$ cat src/rtl/npc_pkg.sv
package npc_pkg;
    localparam int XLEN     = 32;
    localparam int OP_W     = 6;
    localparam int RIDX_W   = 5;
    localparam int FN_W     = 6;
    localparam int OFF_W    = 16;
    localparam int IDX_W    = 26;
    localparam int REGION_W = XLEN - IDX_W - 2;
    localparam int SEXT_W   = XLEN - OFF_W - 2;
    localparam int WORD_B   = 4;

    localparam logic [OP_W-1:0] OP_SPECIAL = 6'h00;
    localparam logic [OP_W-1:0] OP_SIGNTST = 6'h01;
    localparam logic [OP_W-1:0] OP_JUMP    = 6'h02;
    localparam logic [OP_W-1:0] OP_JUMPLNK = 6'h03;
    localparam logic [OP_W-1:0] OP_BREQ    = 6'h04;
    localparam logic [OP_W-1:0] OP_BRNE    = 6'h05;
    localparam logic [OP_W-1:0] OP_BRLEZ   = 6'h06;
    localparam logic [OP_W-1:0] OP_BRGTZ   = 6'h07;
    localparam logic [FN_W-1:0] FN_JREG    = 6'h08;

    typedef enum logic [2:0] {
        C_NEVER, C_ALWAYS, C_EQ, C_NE, C_LEZ, C_GTZ, C_LTZ, C_GEZ
    } cond_e;

    typedef enum logic [1:0] {
        T_SEQ, T_REL, T_REGION, T_REG
    } tgt_e;

    typedef struct packed {
        cond_e cond;
        tgt_e  tgt;
        logic  link;
    } ctrl_t;

    typedef struct packed {
        logic [XLEN-1:0] pc;
        logic [XLEN-1:0] npc;
    } pcpair_t;
endpackage

$ cat src/rtl/npc_decode.sv
module npc_decode
    import npc_pkg::*;
(
    input  logic [OP_W-1:0]   op,
    input  logic [RIDX_W-1:0] rt_fld,
    input  logic [FN_W-1:0]   fn,
    output ctrl_t             ctrl
);
    always_comb begin
        ctrl = '{cond: C_NEVER, tgt: T_SEQ, link: 1'b0};
        unique case (op)
            OP_SPECIAL: begin
                if (fn == FN_JREG) begin
                    ctrl.cond = C_ALWAYS;
                    ctrl.tgt  = T_REG;
                end
            end
            OP_SIGNTST: begin
                // bit 4 selects the link form, bit 0 the test polarity
                if (rt_fld[3:1] == 3'b000) begin
                    ctrl.cond = rt_fld[0] ? C_GEZ : C_LTZ;
                    ctrl.tgt  = T_REL;
                    ctrl.link = rt_fld[4];
                end
            end
            OP_JUMP: begin
                ctrl.cond = C_ALWAYS;
                ctrl.tgt  = T_REGION;
            end
            OP_JUMPLNK: begin
                ctrl.cond = C_ALWAYS;
                ctrl.tgt  = T_REGION;
                ctrl.link = 1'b1;
            end
            OP_BREQ: begin
                ctrl.cond = C_EQ;
                ctrl.tgt  = T_REL;
            end
            OP_BRNE: begin
                ctrl.cond = C_NE;
                ctrl.tgt  = T_REL;
            end
            OP_BRLEZ: begin
                if (rt_fld == '0) begin
                    ctrl.cond = C_LEZ;
                    ctrl.tgt  = T_REL;
                end
            end
            OP_BRGTZ: begin
                if (rt_fld == '0) begin
                    ctrl.cond = C_GTZ;
                    ctrl.tgt  = T_REL;
                end
            end
            default: ;
        endcase
    end
endmodule

$ cat src/rtl/npc_cond.sv
module npc_cond
    import npc_pkg::*;
(
    input  cond_e           cond,
    input  logic [XLEN-1:0] a,
    input  logic [XLEN-1:0] b,
    output logic            taken
);
    logic neg, zero;

    always_comb begin
        neg  = a[XLEN-1];
        zero = (a == '0);
        unique case (cond)
            C_ALWAYS: taken = 1'b1;
            C_EQ:     taken = (a == b);
            C_NE:     taken = (a != b);
            C_LEZ:    taken = neg | zero;
            C_GTZ:    taken = ~neg & ~zero;
            C_LTZ:    taken = neg;
            C_GEZ:    taken = ~neg;
            default:  taken = 1'b0;
        endcase
    end
endmodule

$ cat src/rtl/npc_target.sv
module npc_target
    import npc_pkg::*;
(
    input  tgt_e             tgt,
    input  logic [XLEN-1:0]  slot_pc,
    input  logic [XLEN-1:0]  reg_val,
    input  logic [IDX_W-1:0] field,
    output logic [XLEN-1:0]  addr
);
    logic [OFF_W-1:0] off;
    logic [XLEN-1:0]  rel_add;

    always_comb begin
        off     = field[OFF_W-1:0];
        rel_add = {{SEXT_W{off[OFF_W-1]}}, off, 2'b00};
        unique case (tgt)
            T_REL:    addr = slot_pc + rel_add;
            T_REGION: addr = {slot_pc[XLEN-1 -: REGION_W], field, 2'b00};
            T_REG:    addr = reg_val;
            default:  addr = slot_pc + XLEN'(WORD_B);
        endcase
    end
endmodule

$ cat src/rtl/npc_unit.sv
module npc_unit
    import npc_pkg::*;
#(
    parameter logic [31:0] RESET_VEC = 32'h9000_0100,
    parameter int          LINK_REG  = 31
) (
    input  logic                clk,
    input  logic                rst_n,
    input  logic [XLEN-1:0]     instr,
    input  logic [XLEN-1:0]     rs_val,
    input  logic [XLEN-1:0]     rt_val,
    output logic [XLEN-1:0]     pc_o,
    output logic [XLEN-1:0]     npc_o,
    output logic                link_we,
    output logic [RIDX_W-1:0]   link_idx,
    output logic [XLEN-1:0]     link_data
);
    localparam logic [XLEN-1:0] RESET_NEXT = RESET_VEC + XLEN'(WORD_B);

    pcpair_t         st_d, st_q;
    ctrl_t           ctrl;
    logic            taken;
    logic [XLEN-1:0] tgt_addr;

    npc_decode u_dec (
        .op     (instr[XLEN-1 -: OP_W]),
        .rt_fld (instr[20:16]),
        .fn     (instr[FN_W-1:0]),
        .ctrl   (ctrl)
    );

    npc_cond u_cond (
        .cond  (ctrl.cond),
        .a     (rs_val),
        .b     (rt_val),
        .taken (taken)
    );

    npc_target u_tgt (
        .tgt     (ctrl.tgt),
        .slot_pc (st_q.npc),
        .reg_val (rs_val),
        .field   (instr[IDX_W-1:0]),
        .addr    (tgt_addr)
    );

    always_comb begin
        st_d.pc  = st_q.npc;
        st_d.npc = taken ? tgt_addr : st_q.npc + XLEN'(WORD_B);
    end

    always_ff @(posedge clk or negedge rst_n) begin
        if (!rst_n) begin
            st_q.pc  <= RESET_VEC;
            st_q.npc <= RESET_NEXT;
        end else begin
            st_q <= st_d;
        end
    end

    assign pc_o      = st_q.pc;
    assign npc_o     = st_q.npc;
    assign link_we   = ctrl.link;
    assign link_idx  = RIDX_W'(LINK_REG);
    assign link_data = st_q.pc + XLEN'(2 * WORD_B);
endmodule

$ cat config.mk
export PLATFORM = sky130hd
export DESIGN_NAME = npc_unit
export DESIGN_NICKNAME = d
export VERILOG_FILES = /design/src/rtl/npc_pkg.sv /design/src/rtl/npc_decode.sv /design/src/rtl/npc_cond.sv /design/src/rtl/npc_target.sv /design/src/rtl/npc_unit.sv
export SDC_FILE = /design/constraint.sdc
export NUM_CORES = 1
export LEC_CHECK = 0
export BUFFER_PORTS_ARGS = -buffer_cell sky130_fd_sc_hd__buf_2
export CAP_MARGIN = 5
export CORE_MARGIN = 4
export CORE_UTILIZATION = 43
export CTS_CLUSTER_SIZE = 8
export DETAILED_ROUTE_END_ITERATION = 16
export HOLD_SLACK_MARGIN = 0.03
export PLACE_DENSITY = 0.73
export SKIP_CTS_REPAIR_TIMING = 1
export SKIP_LAST_GASP = 1
export SLEW_MARGIN = 30
export SYNTH_ARGS = -nofsm -noshare
export SYNTH_HDL_FRONTEND = slang
export SYNTH_SLANG_ARGS = --single-unit
$ cat constraint.sdc
create_clock -name clk -period 2.9 [get_ports clk]
set_input_delay 0.58 -clock clk [delete_from_list [all_inputs] [get_ports clk]]
set_output_delay 0.58 -clock clk [all_outputs]
set_load 0.03 [all_outputs]
==> implementation parameters, run 1 <==
Parameter                              Value

Status
  Status    finished with violations
  Violated checks    negative setup slack

Detailed routing
  Post-route antenna net violation count    0
  Overall routed net length    20800 µm
  Avg Vias per Cell    5.74
  Avg WL per Cell    19.3 µm
  Detailed-route via count    6215
  Violation count after the first detailed-routing iteration    913
  DRC viols    0
  Number of detailed-route iterations in the first pass    10

Synth
  Number of register bits inferred by synthesis    64
  Cell taking the most area after synthesis    sky130_fd_sc_hd__dfrtp_1
  Ranking of synthesized cells by area    sky130_fd_sc_hd__dfrtp_1, sky130_fd_sc_hd__xnor2_1, sky130_fd_sc_hd__ha_1
  Total number of yosys warnings    0
  Sequential fraction of the synthesis area    0.285
  Cell variety after synth    61
  Average cell area after synthesis    8.64 µm²
  Cells after synthesis    653
  Share of the synthesized area in the top cell type    0.253
  Post-synth design cell area    5640 µm²
  Top flip-flop cell by instance count after synthesis    sky130_fd_sc_hd__dfrtp_1
  Async S/R FF share, synth    1.00
  Number of flops mapped to enable cells by yosys    0

Cells and area
  Area added between synthesis and finish    39.0%
  Nets@finish    1035
  Antenna diodes    0
  Core utilization of the finished layout    0.617
  Fraction of final layout cells with drive strength greater than 1    0.404

Clock network
  TritonCTS sink count    64
  Clock-pin slew on the worst setup and hold paths    60 ps
  Root Driver    sky130_fd_sc_hd__clkbuf_16
  Clock latency of the later-clocked register in the worst-skew pair    330 ps
  Clock buffers created by TritonCTS    9
  H-tree Lvls    3
  Buffer depth of the longest clock path    2
  TritonCTS clock tree    done

GRT
  Via count of the first global-routing pass    5780
  Fraction of met1 tracks used by global routing    0.371
  Busiest grt layer    met2
  Largest net degree at the start of global routing    39
  Met2 global-route usage    0.425
  Total global routing overflow    0
  All-layer global routing usage    0.271
  Initial antenna violation count    0
  Wire length of the first global-routing pass    31500 µm
  Global-route track usage on met3    0.0604

STA
  Worst rel slew slack    0.599
  Post-Route Skew    11.1 ps
  Total setup violations reported at the end of the flow    3
  Fmax    327 MHz
  Tightest Pin Transition    601 ps
  Number of slew-limit violations in the final report    0
  Number of hold violations in the final report    0
  Worst path setup slack after routing    -160 ps
  Portion of the clock cycle consumed by the worst path in the final layout    1.06
  Final critical-path required period    3060 ps
  Setup repair after global routing missed its margin    true

Critical path
  Worst path buffer plus inverter count    2
  Required time of the worst setup path    3150 ps
  Crit path capture type    flip-flop
  Critical Path Source Type    flip-flop
  Critical-path maximum fanout    4
  Cell type group with the largest total delay on the critical path    compound AO/OA/AOI/OAI gates
  Worst stage delay on the critical path    560 ps
  Cells along the critical path    ha_4 > inv_2 > fa_2 > nor2b_2 > o2111ai_2 > a31oi_4 > a41oi_4 > o21ai_4 > buf_6 > a41oi_2 > xnor2_1 > a221oi_2 > a211oi_2
  Classification of the worst setup path    flip-flop to flip-flop
  CP arrival    3310 ps
  Library cell contributing the largest single delay on the critical path    sky130_fd_sc_hd__dfstp_2

Pwr
  Cell Pwr Density    912 nW/µm²
  Pleak    3.62 nW
  IR drop worst, VDD    0.000442 V
  Post-layout total power    0.00716 W

Hold path
  Hold WC Path Type    input port to async pin

Run
  Max_cap viols    0

Placed design
  Port Buffer Count    194
  Routability congestion estimate from global placement    0.973
  Post-detail-place hpwl    16300 µm

Die
  Number of placement rows    41
  Die ar.    15000 µm²
  I/O pin cnt    200
  Placeable core area    12700 µm²
  Starting utilization of the core area    0.444
  Floorplan die height    123 µm
  Die Width    123 µm
==> cell usage after synthesis, drive strengths merged, types with 4 or more instances <==
cell / n
nor3: 12
a222oi: 25
dfstp: 7
a21o: 16
and3: 15
a31oi: 7
inv: 12
nor4: 12
nand3: 34
nand4: 23
a21oi: 60
o21ai: 19
ha: 31
dfrtp: 57
xor2: 18
a41oi: 4
clkbuf: 14
nor2b: 8
nor2: 48
buf: 46
nand2: 46
and2: 5
o211ai: 4
xnor2: 91
==> worst paths after layout <==
check | startpoint | end | slack (ps) | depth (start not counted)
max | npc_o[2] | npc_o[28] | -160 | 13
min | rst_n | pc_o[2] | 250 | 1
max reg2reg | npc_o[2] | npc_o[28] | -160 | 13
min reg2reg | npc_o[31] | pc_o[31] | 420 | 0
max in group asynchronous | rst_n | pc_o[28] | 1940 | 2
min in group clk | npc_o[31] | pc_o[31] | 420 | 0
==> metal layers <==
metal	routed length (µm)	part of all wire	vias to the layer above
li1	-	-	2871
met1	8240	0.40	2860
met2	9380	0.45	425
met3	2480	0.12	59
met4	751	0.036	0
met5	0	0	-
==> power by group <==
part	internal (W)	switching, W
clock network	0.000887	0.000391
registers	0.00121	0.000333
logic	0.00169	0.00264
==> logic make-up after synthesis <==
| group | after synthesis | synth area share |
|---|---|---|
| simple gates | 215 | 0.193 |
| compound gates | 158 | 0.198 |
| xor+xnor | 109 | 0.171 |
| buf+inv | 72 | 0.0769 |
| flops | 64 | 0.285 |
| fa+ha+maj | 32 | 0.0723 |
| mux | 2 | 0.00355 |
| other cells | 1 | 0.000665 |
==> layout by cell type, fill, tap and decap left out, types with 12 or more instances in the layout <==
master / n
sky130_fd_sc_hd__buf_2: 191
sky130_fd_sc_hd__xnor2_1: 86
sky130_fd_sc_hd__a222oi_1: 25
sky130_fd_sc_hd__xor2_1: 17
sky130_fd_sc_hd__nand2_1: 44
sky130_fd_sc_hd__nand3_1: 32
sky130_fd_sc_hd__a21o_1: 16
sky130_fd_sc_hd__buf_4: 100
sky130_fd_sc_hd__dfrtp_1: 55
sky130_fd_sc_hd__a21oi_1: 58
sky130_fd_sc_hd__nand4_1: 23
sky130_fd_sc_hd__nor2_1: 46
sky130_fd_sc_hd__o21ai_0: 17
sky130_fd_sc_hd__ha_1: 29
sky130_fd_sc_hd__and3_1: 12
==> state kept, by name, indices dropped and copies added (netlist names) <==
| name | flops |
|---|---|
| npc_o | 32 |
| pc_o | 32 |
==> layout make-up <==
class | instances | area (µm²)
fillers | 1127 | 4880
multi-input cells | 521 | 3820
repair buffers | 297 | 1800
flip-flops and latches | 64 | 1610
clock buffers | 13 | 260
well taps | 172 | 215
clock inverters | 3 | 90.1
inverters | 12 | 45.0
==> stage by stage <==
step | worst slack (ps) | instance area (µm²) | setup TNS [ps] | hold WS, ps | std cells
floorplan | -47.8 | 5700 | -47.8 | 284 | 657
global placement | -269 | 7260 | -1360 | 395 | 1058
detailed placement | -306 | 7260 | -1820 | 399 | 1058
CTS | -359 | 7610 | -1990 | 268 | 1074
global route | -294 | 7840 | -1310 | 297 | 1082
finish | -160 | 7840 | -214 | 248 | 1082
(Power assumes the default switching activity.)
==> run 2, diff against run 1 <==
--- a/config.mk
+++ b/config.mk
@@ -13,6 +13,7 @@
 export DETAILED_ROUTE_END_ITERATION = 16
 export HOLD_SLACK_MARGIN = 0.03
 export PLACE_DENSITY = 0.73
+export SETUP_SLACK_MARGIN = 0.05
 export SKIP_CTS_REPAIR_TIMING = 1
 export SKIP_LAST_GASP = 1
 export SLEW_MARGIN = 30
==> implementation parameters, run 2 (synthesized netlist as in run 1, its figures left out) <==
Parameter                              Value

Die
  Number of placement rows    41 (unchanged)
  Starting utilization of the core area    0.444 (unchanged)
  I/O pin cnt    200 (unchanged)
  Die ar.    15000 µm² (unchanged)
  Floorplan die height    123 µm (unchanged)
  Placeable core area    12700 µm² (unchanged)
  Die Width    123 µm (unchanged)

Clock network
  Buffer depth of the longest clock path    2 (unchanged)
  Root Driver    sky130_fd_sc_hd__clkbuf_16
  H-tree Lvls    3 (unchanged)
  Clock-pin slew on the worst setup and hold paths    60 ps (about the same)
  Clock buffers created by TritonCTS    9 (unchanged)
  Clock latency of the later-clocked register in the worst-skew pair    340 ps (about the same)
  TritonCTS clock tree    done
  TritonCTS sink count    64 (unchanged)

Pwr
  Pleak    3.44 nW (-5.0%)
  P_int    0.00365 W (-3.6%)
  IR drop worst, VDD    0.000466 V (+5.4%)
  Fraction of power spent switching nets    0.475 (+0.00482)
  Combinational fraction of design power    0.607 (+0.002)
  Cell Pwr Density    913 nW/µm² (about the same)
  Part of the power in the clock network    0.170 (-0.009)
  Net Sw Power    0.00331 W (-1.7%)
  Share of total power in sequential cells    0.223 (+0.007)

STA
  Fmax    340 MHz (+4.1%)
  Post-Route Skew    11.3 ps (+0.166 ps)
  Setup repair after global routing missed its margin    true
  Number of hold violations in the final report    0 (unchanged)
  Portion of the clock cycle consumed by the worst path in the final layout    1.01 (-0.0413)
  Tightest Pin Transition    541 ps (-60.6 ps)
  Total setup violations reported at the end of the flow    4 (+1)
  Number of slew-limit violations in the final report    0 (unchanged)
  Worst rel slew slack    0.637 (+0.0376)
  Setup_tns    -94.2 ps (+120 ps)
  Worst path setup slack after routing    -39.8 ps (+120 ps)
  Final critical-path required period    2940 ps (-120 ps)

Status
  Violated checks    negative setup slack
  Status    finished with violations

Detailed routing
  Avg WL per Cell    18.0 µm (-6.4%)
  Length of routed wiring on met1    8030 µm (-2.5%)
  Violation count after the first detailed-routing iteration    461 (-50%)
  Routed length on met3    1660 µm (-33%)
  DRC viols    0 (unchanged)
  Uppermost signal routing layer after detailed routing    met4
  Overall routed net length    18900 µm (-9.2%)
  Detailed-route via count    5907 (-5.0%)
  Avg Vias per Cell    5.63 (-2.1%)
  Post-route antenna net violation count    0 (unchanged)
  Met2 wirelength from detailed routing    8850 µm (-5.6%)
  Number of detailed-route iterations in the first pass    6 (-4)

Critical path
  Reg2reg setup slack    -10 ps (+150 ps)
  Crit path capture type    primary output
  Classification of the worst setup path    flip-flop to primary output
  CP arrival    2360 ps (-950 ps)
  Worst r2r dst    npc_o[26]
  Depth of the most critical reg-to-reg path    12 (-1)
  Critical Path Source Type    flip-flop
  Required time of the worst setup path    2320 ps (-830 ps)
  Critical-path maximum fanout    4 (unchanged)
  Worst reg2reg startpoint    npc_o[2]

Cells and area
  Highest-count cells in the layout ignoring fill and taps    sky130_fd_sc_hd__buf_2, sky130_fd_sc_hd__xnor2_1, sky130_fd_sc_hd__buf_4, sky130_fd_sc_hd__a21oi_1, sky130_fd_sc_hd__dfrtp_1
  Area added between synthesis and finish    35.1%
  Final Cell Area    7630 µm² (-2.8%)
  Nets@finish    1003 (-3.1%)
  Fraction of final layout cells with drive strength greater than 1    0.388 (-0.0160)
  Most common cell after layout, fill and taps aside    sky130_fd_sc_hd__buf_2
  Antenna diodes    0 (unchanged)

Placed design
  Port Buffer Count    194 (unchanged)
  Post-detail-place hpwl    15000 µm (-8.1%)
  Routability congestion estimate from global placement    0.919 (-5.5%)
  Post-placement cell area    7040 µm² (-3.1%)

GRT
  Initial antenna violation count    0 (unchanged)
  Total global routing overflow    0 (unchanged)
  All-layer global routing usage    0.248 (-0.0232)
  Wire length of the first global-routing pass    28900 µm (-8.2%)
  Largest net degree at the start of global routing    36 (-7.7%)
  Via count of the first global-routing pass    5481 (-5.2%)

Hold path
  Hold WC Path Type    input port to async pin

Run
  Max_cap viols    0 (unchanged)
[run 2: changes by cell type in the layout (fill, tap and decap cells not counted), moves of 2 or more]
cell | before | now
sky130_fd_sc_hd__buf_12 | 3 | 0
sky130_fd_sc_hd__nand3_2 | 2 | 5
sky130_fd_sc_hd__clkinv_4 | 0 | 3
sky130_fd_sc_hd__clkbuf_8 | 2 | 0
sky130_fd_sc_hd__buf_4 | 100 | 71
sky130_fd_sc_hd__buf_2 | 191 | 188
sky130_fd_sc_hd__xnor2_1 | 86 | 84
sky130_fd_sc_hd__nand3_1 | 32 | 28
sky130_fd_sc_hd__buf_6 | 2 | 6
[run 2: cell type report]
cell class | count | area, µm²
Clock buffer | 10 | 229
Clock inverter | 6 | 93.8
Fill cell | 1162 | 5100
Inverter | 12 | 45.0
Multi-Input combinational cell | 521 | 3890
Sequential cell | 64 | 1610
Tap cell | 172 | 215
Timing Repair Buffer | 265 | 1540
[run 2: how the worst max path moves through the flow]
stage               cells after the start  slack (ps)       endpoint  startpoint
finish                                 10         -40  link_data[30]     pc_o[6]
global route                           10        -130  link_data[30]     pc_o[6]
CTS                                    10        -510  link_data[28]     pc_o[6]
detailed placement                     13        -270      npc_o[26]    instr[0]
global placement                       13        -210      npc_o[26]    instr[0]
floorplan                               9          60  link_data[28]     pc_o[5]
[run 2: stage by stage]
stage | hold WS (ps) | cells | setup WS (ps) | power (W) | util
final | 63.8 | 1050 | -39.8 | 0.00696 | 0.599
after global routing | 61.0 | 1050 | -131 | 0.00739 | 0.599
after CTS | 53.4 | 1045 | -513 | 0.00675 | 0.579
after detailed placement | 385 | 1029 | -270 | 0.00554 | 0.553
after global placement | 386 | 1029 | -206 | 0.00550 | 0.553
after floorplan | 284 | 657 | 62.4 | 0.00439 | -
[run 2: critical path: stages, from the launching register on]
cell and delay [ps]:
sky130_fd_sc_hd__dfrtp_2 350, sky130_fd_sc_hd__and3_4 180, sky130_fd_sc_hd__and3_4 190, sky130_fd_sc_hd__and2_4 150
sky130_fd_sc_hd__nor2b_4 150, sky130_fd_sc_hd__nor2b_4 170, sky130_fd_sc_hd__and3_4 220, sky130_fd_sc_hd__nor2b_4 200
sky130_fd_sc_hd__nand2_2 120, sky130_fd_sc_hd__xnor2_4 140, sky130_fd_sc_hd__buf_6 140
[run 2: routing by layer]
metal | vias up | global-route usage
li1 | 2822 | -
met1 | 2762 | 0.340
met2 | 291 | 0.398
met3 | 32 | 0.0465
met4 | 0 | 0.0770
met5 | - | 0
[run 2: power groups by stage]
stage	combinational (W)	clock (W)	sequential [W]
floorplan	0.00252	0	0.00187
global placement	0.00396	0	0.00154
detailed placement	0.00399	0	0.00155
CTS	0.00402	0.00120	0.00154
global route	0.00455	0.00124	0.00161
finish	0.00422	0.00118	0.00155
==> run 3, diff against run 2 <==
--- a/config.mk
+++ b/config.mk
@@ -7,7 +7,7 @@
 export LEC_CHECK = 0
 export BUFFER_PORTS_ARGS = -buffer_cell sky130_fd_sc_hd__buf_2
 export CAP_MARGIN = 5
-export CORE_MARGIN = 4
+export CORE_MARGIN = 1
 export CORE_UTILIZATION = 43
 export CTS_CLUSTER_SIZE = 8
 export DETAILED_ROUTE_END_ITERATION = 16
==> implementation parameters, run 3 (synthesized netlist as in run 1, its figures left out) <==
Parameter                              Value

Placed design
  Routability congestion estimate from global placement    0.968 (+5.3%)
  Post-detail-place hpwl    14600 µm (-2.5%)
  Port Buffer Count    194 (unchanged)

GRT
  Largest net degree at the start of global routing    36 (unchanged)
  Wire length of the first global-routing pass    28100 µm (-2.8%)
  Total global routing overflow    0 (unchanged)
  Via count of the first global-routing pass    5316 (-3.0%)
  Initial antenna violation count    0 (unchanged)
  All-layer global routing usage    0.275 (+0.0266)

Critical path
  Reg2reg setup slack    -80 ps (-70 ps)
  Crit path capture type    flip-flop
  Classification of the worst setup path    flip-flop to flip-flop
  Crit path from    npc_o[2]
  Required time of the worst setup path    3150 ps (+830 ps)
  Critical-path maximum fanout    4 (unchanged)
  CP arrival    3230 ps (+870 ps)
  Worst reg2reg startpoint    npc_o[2]
  Depth of the most critical reg-to-reg path    13 (+1)
  Critical Path Source Type    flip-flop

Cells and area
  Antenna diodes    0 (unchanged)
  Area added between synthesis and finish    35.3% (about the same)
  Fraction of final layout cells with drive strength greater than 1    0.391 (+0.00272)
  Fill cell instance count of the final layout    1147 (-1.3%)
  Nets@finish    1002 (-0.10%)
  Most common cell after layout, fill and taps aside    sky130_fd_sc_hd__buf_2
  Highest-count cells in the layout ignoring fill and taps    sky130_fd_sc_hd__buf_2, sky130_fd_sc_hd__xnor2_1, sky130_fd_sc_hd__buf_4, sky130_fd_sc_hd__a21oi_1, sky130_fd_sc_hd__dfrtp_1

Pwr
  Pleak    3.43 nW (-0.33%)
  Cell Pwr Density    909 nW/µm² (-0.41%)
  IR drop worst, VDD    0.000433 V (-7.0%)

Clock network
  TritonCTS clock tree    done
  Clock latency of the later-clocked register in the worst-skew pair    330 ps (about the same)
  Clock-pin slew on the worst setup and hold paths    60 ps (about the same)
  H-tree Lvls    3 (unchanged)
  Clock buffers created by TritonCTS    9 (unchanged)
  Root Driver    sky130_fd_sc_hd__clkbuf_16
  TritonCTS sink count    64 (unchanged)
  Buffer depth of the longest clock path    2 (unchanged)

Detailed routing
  Number of detailed-route iterations in the first pass    8 (+2)
  Violation count after the first detailed-routing iteration    432 (-6.3%)
  Post-route antenna net violation count    0 (unchanged)
  Avg WL per Cell    17.9 µm (-0.89%)
  Overall routed net length    18800 µm (-0.99%)
  DRC viols    0 (unchanged)
  Detailed-route via count    5976 (+1.2%)
  Avg Vias per Cell    5.70 (+1.3%)

Hold path
  Hold WC Path Type    input port to async pin

Die
  Placeable core area    12700 µm² (unchanged)
  Die ar.    13600 µm² (-9.6%)
  Starting utilization of the core area    0.444 (unchanged)
  Die Width    117 µm (-4.9%)
  I/O pin cnt    200 (unchanged)
  Floorplan die height    117 µm (-4.9%)
  Number of placement rows    41 (unchanged)

STA
  Worst rel slew slack    0.619 (-0.0180)
  Portion of the clock cycle consumed by the worst path in the final layout    1.03 (+0.0152)
  Tightest Pin Transition    567 ps (+26.5 ps)
  Worst-case hold slack    38.2 ps (-25.6 ps)
  Number of slew-limit violations in the final report    0 (unchanged)
  Fmax    335 MHz (-1.5%)
  Setup repair after global routing missed its margin    true
  Worst path setup slack after routing    -83.9 ps (-44.1 ps)
  Total setup violations reported at the end of the flow    4 (unchanged)
  Number of hold violations in the final report    0 (unchanged)
  Setup_tns    -176 ps (-81.9 ps)
  Final critical-path required period    2980 ps (+44.1 ps)
  Post-Route Skew    9.68 ps (-1.59 ps)

Run
  Max_cap viols    0 (unchanged)

Status
  Violated checks    negative setup slack
  Status    finished with violations
## run 3: final cells by class
type / instances / area, µm² / share of cell area
Inverter: 12 / 45.0 / 0.00590
Clock buffer: 11 / 243 / 0.0318
Clock inverter: 5 / 80.1 / 0.0105
Multi-Input combinational cell: 521 / 3900 / 0.510
Tap cell: 172 / 215 / 0.0282
Sequential cell: 64 / 1620 / 0.212
Timing Repair Buffer: 264 / 1540 / 0.202
## run 3: metrics by stage
stage / worst slack (ps) / util / instances / area (µm²) / power (W)
final: -83.9 / 0.600 / 1049 / 7630 / 0.00694
after global routing: -200 / 0.600 / 1049 / 7630 / 0.00735
after CTS: -472 / 0.578 / 1044 / 7350 / 0.00673
after detailed placement: -250 / 0.553 / 1028 / 7030 / 0.00552
after global placement: -216 / 0.553 / 1028 / 7030 / 0.00548
after floorplan: 62.4 / - / 657 / 5730 / 0.00439
## run 3: power breakdown
part	switching, W	total (W)	internal, W
sequential	0.000347	0.00156	0.00122
clock	0.000404	0.00118	0.000774
combinational	0.00253	0.00420	0.00167
## run 3: path summary, 6_finish.rpt
kind | to
worst max-delay path | npc_o[28]
max in group asynchronous | pc_o[31]
min in group clk | pc_o[28]
worst max register to register | npc_o[28]
worst min-delay path | pc_o[2]
worst min register to register | pc_o[28]
## run 3: metal layers
layer | vias up | routed length, µm | GRT usage
li1 | 2808 | - | -
met5 | - | 0 | 0
met3 | 40 | 1790 | 0.0576
met4 | 0 | 532 | 0.108
met2 | 331 | 8620 | 0.438
met1 | 2797 | 7810 | 0.364
## run 3: critical path, stage by stage (launching register included)
cell and delay (ps):
sky130_fd_sc_hd__dfstp_2 550, sky130_fd_sc_hd__ha_4 140, sky130_fd_sc_hd__inv_2 40, sky130_fd_sc_hd__fa_2 360, sky130_fd_sc_hd__nor2b_2 160, sky130_fd_sc_hd__o2111ai_2 160
sky130_fd_sc_hd__a31oi_4 250, sky130_fd_sc_hd__a41oi_4 180, sky130_fd_sc_hd__o21ai_4 260, sky130_fd_sc_hd__buf_6 130, sky130_fd_sc_hd__a41oi_2 110, sky130_fd_sc_hd__xnor2_1 250
sky130_fd_sc_hd__a221oi_2 80, sky130_fd_sc_hd__a211oi_1 220
